File: src/rtl/chstat_pkg.sv
package chstat_pkg;

    localparam int unsigned WORDS  = 24;
    localparam int unsigned AW     = $clog2(WORDS);
    localparam int unsigned BYTE_W = 8;

    typedef logic [BYTE_W-1:0] byte_t;
    typedef logic [AW-1:0]     waddr_t;

    typedef struct packed {
        byte_t a;
        byte_t b;
    } cs_word_t;

    typedef enum logic {
        PH_A = 1'b0,
        PH_B = 1'b1
    } phase_t;

    function automatic waddr_t addr_step(input waddr_t cur);
        if (cur == waddr_t'(WORDS - 1)) begin
            return '0;
        end
        return cur + waddr_t'(1);
    endfunction

    function automatic waddr_t addr_clamp(input waddr_t raw);
        if (raw >= waddr_t'(WORDS)) begin
            return '0;
        end
        return raw;
    endfunction

endpackage

File: src/rtl/chstat_ptr.sv
module chstat_ptr
    import chstat_pkg::*;
(
    input  logic   clk,
    input  logic   rst,
    input  logic   ld,
    input  waddr_t ld_addr,
    input  logic   acc,
    input  logic   pair,
    output waddr_t ptr,
    output phase_t phase
);

    always_ff @(posedge clk) begin
        if (rst) begin
            ptr   <= '0;
            phase <= PH_A;
        end else if (ld) begin
            ptr   <= addr_clamp(ld_addr);
            phase <= PH_A;
        end else if (acc) begin
            if (!pair) begin
                ptr   <= addr_step(ptr);
                phase <= PH_A;
            end else if (phase == PH_B) begin
                ptr   <= addr_step(ptr);
                phase <= PH_A;
            end else begin
                phase <= PH_B;
            end
        end
    end

endmodule

File: src/rtl/chstat_regfile.sv
module chstat_regfile
    import chstat_pkg::*;
#(
    parameter int unsigned DEPTH = WORDS
) (
    input  logic     clk,
    input  logic     rst,
    input  logic     we,
    input  waddr_t   waddr,
    input  cs_word_t wdata,
    input  waddr_t   raddr_h,
    output cs_word_t rdata_h,
    input  waddr_t   raddr_t,
    output cs_word_t rdata_t
);

    cs_word_t mem [DEPTH];

    for (genvar g = 0; g < DEPTH; g++) begin : g_word
        always_ff @(posedge clk) begin
            if (rst) begin
                mem[g] <= '0;
            end else if (we && (waddr == waddr_t'(g))) begin
                mem[g] <= wdata;
            end
        end
    end

    always_comb begin
        rdata_h = '0;
        rdata_t = '0;
        for (int i = 0; i < DEPTH; i++) begin
            if (raddr_h == waddr_t'(i)) rdata_h = mem[i];
            if (raddr_t == waddr_t'(i)) rdata_t = mem[i];
        end
    end

endmodule

File: src/rtl/chstat_port.sv
module chstat_port
    import chstat_pkg::*;
(
    input  logic     clk,
    input  logic     rst,
    input  logic     ld,
    input  logic     acc,
    input  logic     wr,
    input  logic     pair,
    input  logic     sel_b,
    input  byte_t    wbyte,
    input  phase_t   phase,
    input  cs_word_t cur_word,
    output logic     we,
    output cs_word_t wword,
    output byte_t    rbyte
);

    byte_t  a_hold;
    logic   live;

    assign live = acc && !ld;

    always_comb begin
        we    = 1'b0;
        wword = '0;
        if (live && wr) begin
            if (!pair) begin
                we    = 1'b1;
                wword = '{a: wbyte, b: wbyte};
            end else if (phase == PH_B) begin
                we    = 1'b1;
                wword = '{a: a_hold, b: wbyte};
            end
        end
    end

    always_ff @(posedge clk) begin
        if (rst) begin
            a_hold <= '0;
            rbyte  <= '0;
        end else if (live) begin
            if (wr) begin
                if (pair && phase == PH_A) a_hold <= wbyte;
            end else if (!pair) begin
                rbyte <= sel_b ? cur_word.b : cur_word.a;
            end else begin
                rbyte <= (phase == PH_A) ? cur_word.a : cur_word.b;
            end
        end
    end

endmodule

File: src/rtl/chstat_pair_buf.sv
module chstat_pair_buf
    import chstat_pkg::*;
(
    input  logic        clk,
    input  logic        rst,
    input  logic        hst_addr_ld,
    input  logic [4:0]  hst_addr,
    input  logic        hst_acc,
    input  logic        hst_wr,
    input  logic [7:0]  hst_wdata,
    input  logic        mode_pair,
    input  logic        chan_sel_b,
    output logic [7:0]  hst_rdata,
    input  logic [4:0]  tx_addr,
    output logic [15:0] tx_word
);

    waddr_t   ptr;
    phase_t   phase;
    logic     wr_en;
    cs_word_t wr_word;
    cs_word_t cur_word;
    cs_word_t tx_w;

    chstat_ptr u_ptr (
        .clk     (clk),
        .rst     (rst),
        .ld      (hst_addr_ld),
        .ld_addr (hst_addr),
        .acc     (hst_acc),
        .pair    (mode_pair),
        .ptr     (ptr),
        .phase   (phase)
    );

    chstat_port u_port (
        .clk      (clk),
        .rst      (rst),
        .ld       (hst_addr_ld),
        .acc      (hst_acc),
        .wr       (hst_wr),
        .pair     (mode_pair),
        .sel_b    (chan_sel_b),
        .wbyte    (hst_wdata),
        .phase    (phase),
        .cur_word (cur_word),
        .we       (wr_en),
        .wword    (wr_word),
        .rbyte    (hst_rdata)
    );

    chstat_regfile #(.DEPTH(WORDS)) u_rf (
        .clk     (clk),
        .rst     (rst),
        .we      (wr_en),
        .waddr   (ptr),
        .wdata   (wr_word),
        .raddr_h (ptr),
        .rdata_h (cur_word),
        .raddr_t (tx_addr),
        .rdata_t (tx_w)
    );

    assign tx_word = tx_w;

endmodule

File: config.mk
export PLATFORM = sky130hd
export DESIGN_NAME = chstat_pair_buf
export DESIGN_NICKNAME = d
export VERILOG_FILES = /design/src/rtl/chstat_pkg.sv /design/src/rtl/chstat_ptr.sv /design/src/rtl/chstat_regfile.sv /design/src/rtl/chstat_port.sv /design/src/rtl/chstat_pair_buf.sv
export SDC_FILE = /design/constraint.sdc
export NUM_CORES = 1
export LEC_CHECK = 0
export ABC_AREA = 1
export BUFFER_PORTS_ARGS = -buffer_cell sky130_fd_sc_hd__buf_2
export CAP_MARGIN = 20
export CORE_ASPECT_RATIO = 0.75
export CORE_MARGIN = 2
export CORE_UTILIZATION = 53
export CTS_CLUSTER_SIZE = 14
export DETAILED_ROUTE_END_ITERATION = 7
export PLACE_DENSITY = 0.69
export SETUP_SLACK_MARGIN = 0.2
export SYNTH_ARGS = -nofsm -noshare
export SYNTH_HDL_FRONTEND = slang
export SYNTH_HIERARCHICAL = 1
export SYNTH_SLANG_ARGS = --single-unit
File: constraint.sdc
create_clock -name clk -period 4.26 [get_ports clk]
set_input_delay 0.639 -clock clk [delete_from_list [all_inputs] [get_ports clk]]
set_output_delay 0.639 -clock clk [all_outputs]
set_load 0.03 [all_outputs]
* After elaboration in Yosys (flattened, before gate mapping)
Memory sizes are Yosys's and may differ from the RTL's.
Index checks and enable logic that the tools add are counted.
** Storage, ports and cells
- Bits in registers :: 22
- RAM bits :: 384
- Bits of input ports :: 25
- Output and inout bits :: 24
- Memories kept :: 1
** Memory list
- u_rf.mem :: depth 24, width 16, rd ports 24, clocked after Yosys merged registers in 0, wr ports 24, RTL line chstat_regfile.sv:17 : cs_word_t mem [DEPTH];
** Operators by class
- Add/subtract/negate cells :: 1
- Order comparisons :: 1
- Equality and inequality tests :: 47
- Mux-type cells :: 179
- Bitwise gates (word level) :: 26
- Reductions and logical operators :: 35
** Operators by type and width (count)
- $mux 16 :: 75
- $mux 1 :: 92
- $eq 5x4->1 const B :: 16
- $eq 5x5->1 const B :: 16
- $mux 5 :: 9
- $eq 5x3->1 const B :: 8
- $logic_and 1x1->1 :: 27
- $mux 8 :: 3
- $or 1x1->1 :: 24
- $eq 5x2->1 const B :: 4
- $eq 5x1->1 const B :: 2
- $logic_not 5->1 :: 2
- $add 5x1->5 const B :: 1
- $ge 5x5->1 const B :: 1
- $reduce_and 2->1 :: 2
- $ne 3x2->1 const B :: 1
- $reduce_and 3->1 :: 1
- $not 1->1 :: 2
- $reduce_bool 2->1 :: 1
- $reduce_or 2->1 :: 1
- $logic_not 1->1 :: 1

* Logic depth before layout (Yosys ltp)
Gate-level depths: netlist (run 1).
- Word-level depth :: 27
- Mapped depth :: 23

* Hierarchy
The synthesis (run 1) kept the hierarchy.
** Modules (own cells, without submodules)
- chstat_regfile :: times used 1, cells an instance 2534, area an instance 20472.1 um2
- chstat_port :: times used 1, cells an instance 162, area an instance 993.5 um2
- chstat_ptr :: times used 1, cells an instance 65, area an instance 392.9 um2

* Least setup slack after synthesis (run 1)
OpenSTA, ideal clock, no wires.
- Path type :: input to register
- Start point :: input port hst_addr_ld
- End point :: memory u_rf/mem[2][0] (netlist bit) (enable)
- Arrival time :: 2.735 ns
- Data required time :: 3.849 ns
- Setup slack :: 1.114 ns
- Stages on the path :: 7
- Path buffers :: 0
- Cells stage by stage :: inv_2 > nand3_2 > a21oi_2 > nand2_1 > nor3_1 > inv_1 > o21ai_0
** RTL lines
- start: declaration :: RTL line chstat_pair_buf.sv:6 : input logic hst_addr_ld,
- end: declaration :: RTL line chstat_regfile.sv:17

* Worst setup path after layout (run 1)
- Start point :: input port tx_addr[4]
- End point :: output port tx_word[6]
** Between the ends
- Word-level cells in the longest chain between the ends :: 25
** Ends and longest elaborated chain
- start: declaration :: RTL line chstat_pair_buf.sv:14 : input logic [4:0] tx_addr,
- $logic_not 5->1 :: RTL line chstat_regfile.sv:34 : if (raddr_t == waddr_t'(i)) rdata_t = mem[i];
- $mux 16 (23 in a row) :: RTL line chstat_regfile.sv:34
- $mux 16 * :: RTL line chstat_regfile.sv:34
- end: declaration :: RTL line chstat_pair_buf.sv:15 : output logic [15:0] tx_word
Mark *: on every way between the ends. The rest lies on a longest branch, timed or not.

==> key figures, run 1 <==
Timing
  – Relative max-transition margin: 30.6%
  – Transition time at the pin with the least slew margin: 1.04 ns
  – Number of failing hold endpoints at the final stage: 0
  – Maximum clock skew at final layout: 0.0126 ns
  – Summed negative setup slack over all endpoints: 0 ns
  – Setup-failing EPs final: 0
  – Max Freq: 247 MHz
  – Final Max Slew Viols: 0
  – Shortest period the worst path allows: 4.05 ns
  – Hold slack: 0.410 ns
  – Setup repair after global routing missed its margin: no
  – Fin crit share: 95.0%

Yosys
  – Number of library cell types mapped by synthesis: 31
  – Number of storage elements in the synthesis netlist: 406
  – Synthesized Nets: 2,787
  – Gate count of the mapped netlist: 2,761
  – Ys Warns: 6
  – Sequential fraction of the synthesis area: 54.8%
  – Post-synthesis instance area: 21,900 µm²
  – Synth Area per Inst: 7.92 µm²

GRT
  – Global-route congestion overflow total: 0
  – Largest net degree at the start of global routing: 49
  – Antenna violations before repair: 0
  – Wire length of the first global-routing pass: 124,000 µm
  – Vias in the first global route: 18,200
  – Total routing resource utilization after global routing: 40.1%

Critical path
  – CP required: 3.62 ns
  – CP arrival: 3.41 ns
  – CP Class: input pin to output pin
  – Startpoint class of the critical path: input pin
  – Max Fanout on Critical Path: 15
  – Nature of the critical path endpoint: output pin
  – Worst R2R Setup Slack: 0.30 ns
  – FF-to-FF End: u_port/rbyte[6]
  – Cell depth of the worst flop-to-flop path: 20
  – Reg2reg start: u_ptr/ptr[4]

Pwr
  – Leakage power of the design: 9.52 nW
  – Switching fraction of total power: 27.0%
  – Peak VDD IR: 0.286 mV
  – Combinational group share of total power: 11.6%
  – Pwr Density: 387 nW/µm²
  – Overall power after layout: 9.56 mW
  – Fraction of power consumed by the clock network: 40.1%
  – Relative contribution of sequential cells to total power: 48.2%
  – Internal power component: 6.98 mW
  – Switch Pwr: 2.58 mW

Routing
  – Number of remaining DRC errors: 0
  – Routed via count: 20,500
  – Via count normalized by instance count: 6.00
  – Average wire per standard cell: 25.3 µm
  – Pre-antenna DRT Iters: 5
  – Total detailed-routing wirelength: 86,400 µm
  – DRT antenna net count: 0
  – DR iter-0 viols: 3,842

Place
  – Last weighted congestion value of the routability-driven placer: 1.01
  – Count of input and output buffers: 48
  – Half-perimeter wire length of the detailed placement result: 64,400 µm

Floorplanning
  – Area of the placeable core: 40,800 µm²
  – Starting density of the core: 53.6%
  – Row count: 64
  – DIE AREA: 42,900 µm²
  – Width of the chip: 239 µm
  – Die height: 180 µm
  – I/O Pins: 49

Run
  – Max_cap viols: 0

Clock tree
  – Clock insertion delay at the later pin of the skew report: 0.56 ns
  – Clock H-tree levels: 2
  – Root cell of the clock tree: sky130_fd_sc_hd__clkbuf_16
  – Clock input transition at the sequential cells of the worst setup and hold paths: 0.06 ns
  – CTS tree: built
  – CTS sink cnt: 406
  – Max Buffers Root-to-Sink: 3
  – CTS Buf Count: 41

Hold path
  – Worst min path class: input pin to flip-flop
  – Startpoint of the worst hold path: hst_wdata[0]
  – Hold Crit Endpoint: u_port/a_hold[0]
  – Number of instances on the worst hold path: 5

Final layout
  – Ratio of cells with drive above 1 in the final layout: 12.0%
  – Most common cell after layout, fill and taps aside: sky130_fd_sc_hd__nand2_1
  – Fill cells: 3,614
  – Number of nets at the end of the flow: 2,884
  – Area added between synthesis and finish: 12.9%
  – Number of inserted diodes: 0
  – Highest-count cells in the layout ignoring fill and taps: 809 x sky130_fd_sc_hd__nand2_1, 644 x sky130_fd_sc_hd__nor2_1, 384 x sky130_fd_sc_hd__edfxtp_1

Status
  – Status: complete, no violations
## metrics by stage
stage               instance area, µm²  instances  util, %  setup slack [ns]
floorplan                        21900       2761        -              1.11
global placement                 23200       3340     56.9             0.243
detailed placement               23200       3340     56.9             0.285
CTS                              24600       3415     60.4             0.270
global route                     24700       3418     60.6             0.210
finish                           24700       3418     60.6             0.214
## cells by family after synthesis
group / after synthesis / synth area share, %
and+or+nand+nor: 1853 / 35.8
DFF: 406 / 54.8
buffers and inverters: 418 / 7.50
AOI/OAI and AO/OA: 83 / 1.92
adders and majority gates: 1 / 0.0572
## registers in the layout, summed over array words and instances, names as in the netlist
register,cells
u_ptr/phase,1
u_port/a_hold,8
u_port/rbyte,8
u_ptr/ptr,5
u_rf/mem,384
## layout make-up
| type | instances | area (µm²) | area share (%) |
|---|---|---|---|
| clock buffers | 53 | 1180 | 4.77 |
| clock inverters | 22 | 229 | 0.928 |
| inverters | 299 | 1120 | 4.56 |
| multi-input cells | 1937 | 8280 | 33.6 |
| flip-flops and latches | 406 | 12000 | 48.5 |
| well taps | 528 | 661 | 2.68 |
| repair buffers | 173 | 1240 | 5.01 |
## critical path, stage by stage
cell and delay [ns]:
sky130_fd_sc_hd__buf_2 0.17, sky130_fd_sc_hd__inv_2 0.17, sky130_fd_sc_hd__nand2_4 0.16, sky130_fd_sc_hd__nor2_2 0.04
sky130_fd_sc_hd__buf_4 0.20, sky130_fd_sc_hd__nand2_1 0.08, sky130_fd_sc_hd__nand2_1 0.07, sky130_fd_sc_hd__nor2_1 0.32
sky130_fd_sc_hd__nand4_1 0.16, sky130_fd_sc_hd__nor2_1 0.24, sky130_fd_sc_hd__nand3_1 0.12, sky130_fd_sc_hd__nand2_1 0.13
sky130_fd_sc_hd__nand3_1 0.09, sky130_fd_sc_hd__nand2_1 0.08, sky130_fd_sc_hd__nand4_1 0.09, sky130_fd_sc_hd__nand2_1 0.07
sky130_fd_sc_hd__nand4_1 0.09, sky130_fd_sc_hd__nor2_1 0.14, sky130_fd_sc_hd__nand4_1 0.11, sky130_fd_sc_hd__buf_2 0.20
## metal layers
metal | vias to the layer above | wire (µm) | global-route usage [%]
li1 | 9035 | - | -
met1 | 9602 | 37000 | 66.0
met2 | 1759 | 31100 | 48.4
met3 | 104 | 16900 | 16.4
met4 | 0 | 1410 | 6.58
met5 | - | 0 | 0
## repair_timing
| action | CTS | global route |
|---|---|---|
| hold buffers | 0 | 0 |
| resized for setup | 0 | 7 |
| setup buffers | 0 | 2 |
| endpoints found under the setup margin | 0 | 10 |
## synthesized netlist by cell type (all sizes together)
cell type	instances	area (µm²)
dfxtp	22	440
or2	46	288
ha	1	12.5
inv	297	1120
edfxtp	384	11500
nor3	13	90.1
buf	31	185
nand3b	1	7.51
clkinv	2	7.51
nor2	677	2650
nand3	160	806
o21ai	44	220
a21oi	39	199
nand4	136	851
clkbuf	88	330
nand2	820	3130
## power groups by stage
stage | Combinational [mW] | Sequential, mW | Clock (mW)
after detailed placement | 1.05 | 4.69 | 0
final | 1.11 | 4.61 | 3.84
after CTS | 1.06 | 4.60 | 3.83
after global placement | 1.05 | 4.68 | 0
after global routing | 1.17 | 4.62 | 3.99
after floorplan | 0.578 | 4.65 | 0
## worst max path at each step
stage / cells after the start / slack [ns] / endpoint / startpoint
floorplan: 7 / 1.11 / u_rf/mem[2][0] / hst_addr_ld
global placement: 21 / 0.24 / tx_word[6] / tx_addr[3]
detailed placement: 21 / 0.29 / tx_word[6] / tx_addr[2]
CTS: 21 / 0.27 / tx_word[6] / tx_addr[2]
global route: 22 / 0.21 / tx_word[0] / tx_addr[0]
finish: 20 / 0.21 / tx_word[6] / tx_addr[4]
Note: power is estimated with default switching activity, not from simulation.
==> run 2, diff against run 1 <==
- ABC_AREA: 1 -> unset
==> key figures, run 2 <==
Hold path
  – Worst min path class: input pin to flip-flop

Pwr
  – Pwr Density: 372 nW/µm²
  – Peak VDD IR: 0.255 mV
  – Switching fraction of total power: 27.3%
  – Relative contribution of sequential cells to total power: 46.0%
  – Overall power after layout: 10.0 mW
  – Internal power component: 7.27 mW
  – Leakage power of the design: 9.83 nW
  – Combinational group share of total power: 14.1%
  – Switch Pwr: 2.73 mW
  – Fraction of power consumed by the clock network: 39.9%

Clock tree
  – Clock insertion delay at the later pin of the skew report: 0.60 ns
  – Number of post-CTS setup repair buffers: 0
  – Post-CTS Hold Fix Bufs: 0
  – CTS sink cnt: 406
  – Root cell of the clock tree: sky130_fd_sc_hd__clkbuf_16
  – CTS tree: built
  – Clock H-tree levels: 2
  – CTS Buf Count: 43
  – Clock input transition at the sequential cells of the worst setup and hold paths: 0.06 ns
  – Max Buffers Root-to-Sink: 3
  – Resize count post-CTS: 0

Final layout
  – Non-filler cells in the finished layout: 2,919
  – Ratio of cells with drive above 1 in the final layout: 17.4%
  – Number of nets at the end of the flow: 2,326
  – Most common cell after layout, fill and taps aside: sky130_fd_sc_hd__and2_1
  – Number of flip-flops under the largest register name: 384
  – Final cell utilization of the core: 59.9%
  – Registers with the most flip-flops: u_rf/mem x384, u_port/a_hold x8, u_port/rbyte x8
  – Post-Layout Inst Area: 26,900 µm²
  – Highest-count cells in the layout ignoring fill and taps: 396 x sky130_fd_sc_hd__and2_1, 384 x sky130_fd_sc_hd__edfxtp_1, 147 x sky130_fd_sc_hd__buf_4
  – Area added between synthesis and finish: 10.9%
  – Most flop-heavy register: u_rf/mem

Place
  – Last weighted congestion value of the routability-driven placer: 1.02
  – Placed instance count: 2,841
  – Count of input and output buffers: 48
  – Total placed instance area: 25,400 µm²
  – Half-perimeter wire length of the detailed placement result: 68,000 µm

Floorplanning
  – Die height: 189 µm
  – Starting density of the core: 54.0%
  – I/O Pins: 49
  – Row count: 67
  – Width of the chip: 251 µm
  – Area of the placeable core: 44,900 µm²
  – DIE AREA: 47,500 µm²

Critical path
  – CP Class: input pin to output pin
  – Nature of the critical path endpoint: output pin
  – Startpoint class of the critical path: input pin
  – CP max-delay cell: sky130_fd_sc_hd__nand2_1
  – Delay of the slowest critical-path stage: 0.69 ns
  – CP required: 3.62 ns
  – CP arrival: 3.38 ns
  – Max Fanout on Critical Path: 24
  – Critical Path, Cell by Cell: buf_2 -> and2b_1 -> nand2_1 -> a21oi_1 -> a21oi_1 -> o21ai_0 -> o31a_1 -> buf_2

Timing
  – Setup repair after global routing missed its margin: no
  – Shortest period the worst path allows: 4.02 ns
  – Summed negative setup slack over all endpoints: 0 ns
  – Max Freq: 249 MHz
  – Relative max-transition margin: 26.3%
  – Transition time at the pin with the least slew margin: 1.11 ns
  – Final Max Slew Viols: 0
  – Fin crit share: 94.4%
  – Number of failing hold endpoints at the final stage: 0
  – Setup-failing EPs final: 0
  – Maximum clock skew at final layout: 0.0358 ns

GRT
  – Global-route congestion overflow total: 0
  – Wire length of the first global-routing pass: 139,000 µm
  – Antenna violations before repair: 7
  – Largest net degree at the start of global routing: 50
  – Total routing resource utilization after global routing: 40.7%
  – Vias in the first global route: 19,700

Yosys
  – Synth Area per Inst: 10.7 µm²
  – Synthesized Nets: 2,284
  – Simple-gate share of the synthesized area: 20.2%
  – Gate count of the mapped netlist: 2,258
  – Compound-Gate Fraction of Synth Area: 14.9%
  – Number of library cell types mapped by synthesis: 93
  – Synthesized-area fraction occupied by xor and xnor cells: 0.0361%
  – Number of enable-type register cells in the synthesized netlist: 384
  – Top flip-flop cell by instance count after synthesis: sky130_fd_sc_hd__edfxtp_1
  – Number of storage elements in the synthesis netlist: 406
  – Share of flip-flops with an asynchronous set or reset after synthesis: 0%
  – Sequential fraction of the synthesis area: 49.4%
  – Share of Yosys cell area claimed by the top area cell type: 47.5%
  – Post-synthesis instance area: 24,300 µm²
  – Most repeated cell in the gate-level netlist after synthesis: sky130_fd_sc_hd__and2_1
  – Cell taking the most area after synthesis: sky130_fd_sc_hd__edfxtp_1
  – Share of synthesized cell area in full adder, half adder and majority cells: 0.0516%
  – Post-synth top cells: 396 x sky130_fd_sc_hd__and2_1, 384 x sky130_fd_sc_hd__edfxtp_1, 149 x sky130_fd_sc_hd__o21ai_0, 140 x sky130_fd_sc_hd__a21oi_1, 135 x sky130_fd_sc_hd__nand2_1
  – Portion of netlist area occupied by mux cells: 10.9%
  – Ys Warns: 6
  – Largest family of logic cells by synthesized area: simple AND/OR/NAND/NOR gates
  – Largest cells by area after synthesis: sky130_fd_sc_hd__edfxtp_1 48%, sky130_fd_sc_hd__and2_1 10%, sky130_fd_sc_hd__mux4_2 4.8%, sky130_fd_sc_hd__mux2i_1 4.1%, sky130_fd_sc_hd__o21ai_0 3.1%

Status
  – Status: complete, no violations

Routing
  – Average wire per standard cell: 33.3 µm
  – Routed via count: 20,600
  – Total detailed-routing wirelength: 97,200 µm
  – Via count normalized by instance count: 7.04
  – Number of remaining DRC errors: 0
  – DRT antenna net count: 0
  – Pre-antenna DRT Iters: 8
  – DR iter-0 viols: 3,804

Run
  – Max_cap viols: 0
-- run 2: cells by family after synthesis --
family / Yosys count
XOR/XNOR: 1
flip-flops: 406
AO/OA/AOI/OAI: 566
buffers and inverters: 220
adder cells (fa/ha/maj): 1
AND/OR/NAND/NOR: 872
multiplexers: 192
-- run 2: path summary, 6_finish.rpt --
path	start	cells after the start	endpoint	slack, ns
hold / removal	hst_wdata[2]	3	u_port/a_hold[2]	0.32
setup reg to reg	u_ptr/ptr[3]	9	u_port/rbyte[3]	0.72
hold reg to reg	u_port/a_hold[6]	2	u_port/a_hold[6]	0.48
setup / recovery	tx_addr[3]	8	tx_word[9]	0.24
-- run 2: power by group through the flow --
stage / Combinational [mW] / Clock, mW / Sequential (mW)
final: 1.41 / 3.99 / 4.61
after global routing: 1.44 / 4.15 / 4.62
after CTS: 1.35 / 4.00 / 4.60
after detailed placement: 1.34 / 0 / 4.69
after global placement: 1.34 / 0 / 4.68
after floorplan: 0.812 / 0 / 4.63
-- run 2: cell type report --
class,count,area [µm²]
clock inverters,25,314
well taps,586,733
clock buffers,51,1140
multi-input cells,1632,11200
repair buffers,201,1490
inverters,16,60.1
flip-flops and latches,406,12000
diodes,2,5.00
fillers,3672,18000
-- run 2: worst max-delay path: cells and delay by family --
family                 cells  cell delay, ns
AOI/OAI and AO/OA          4            0.96
and+or+nand+nor            2            1.08
buffers and inverters      2            0.67
-- run 2: routing by layer --
metal  up-vias  part of all wire [%]  track usage (%)
met5         -                  0.27                0
met2      1792                    41             57.3
met3       299                    16             13.6
met1      9974                    38             57.6
met4        10                   4.6             16.6
li1       8475                     -                -
-- run 2: metrics by stage --
| stage | hold slack, ns | setup slack, ns |
|---|---|---|
| after global placement | 0.458 | 0.483 |
| after CTS | 0.314 | 0.422 |
| after global routing | 0.343 | 0.245 |
| after floorplan | 0.448 | 0.885 |
| after detailed placement | 0.465 | 0.428 |
| final | 0.323 | 0.240 |
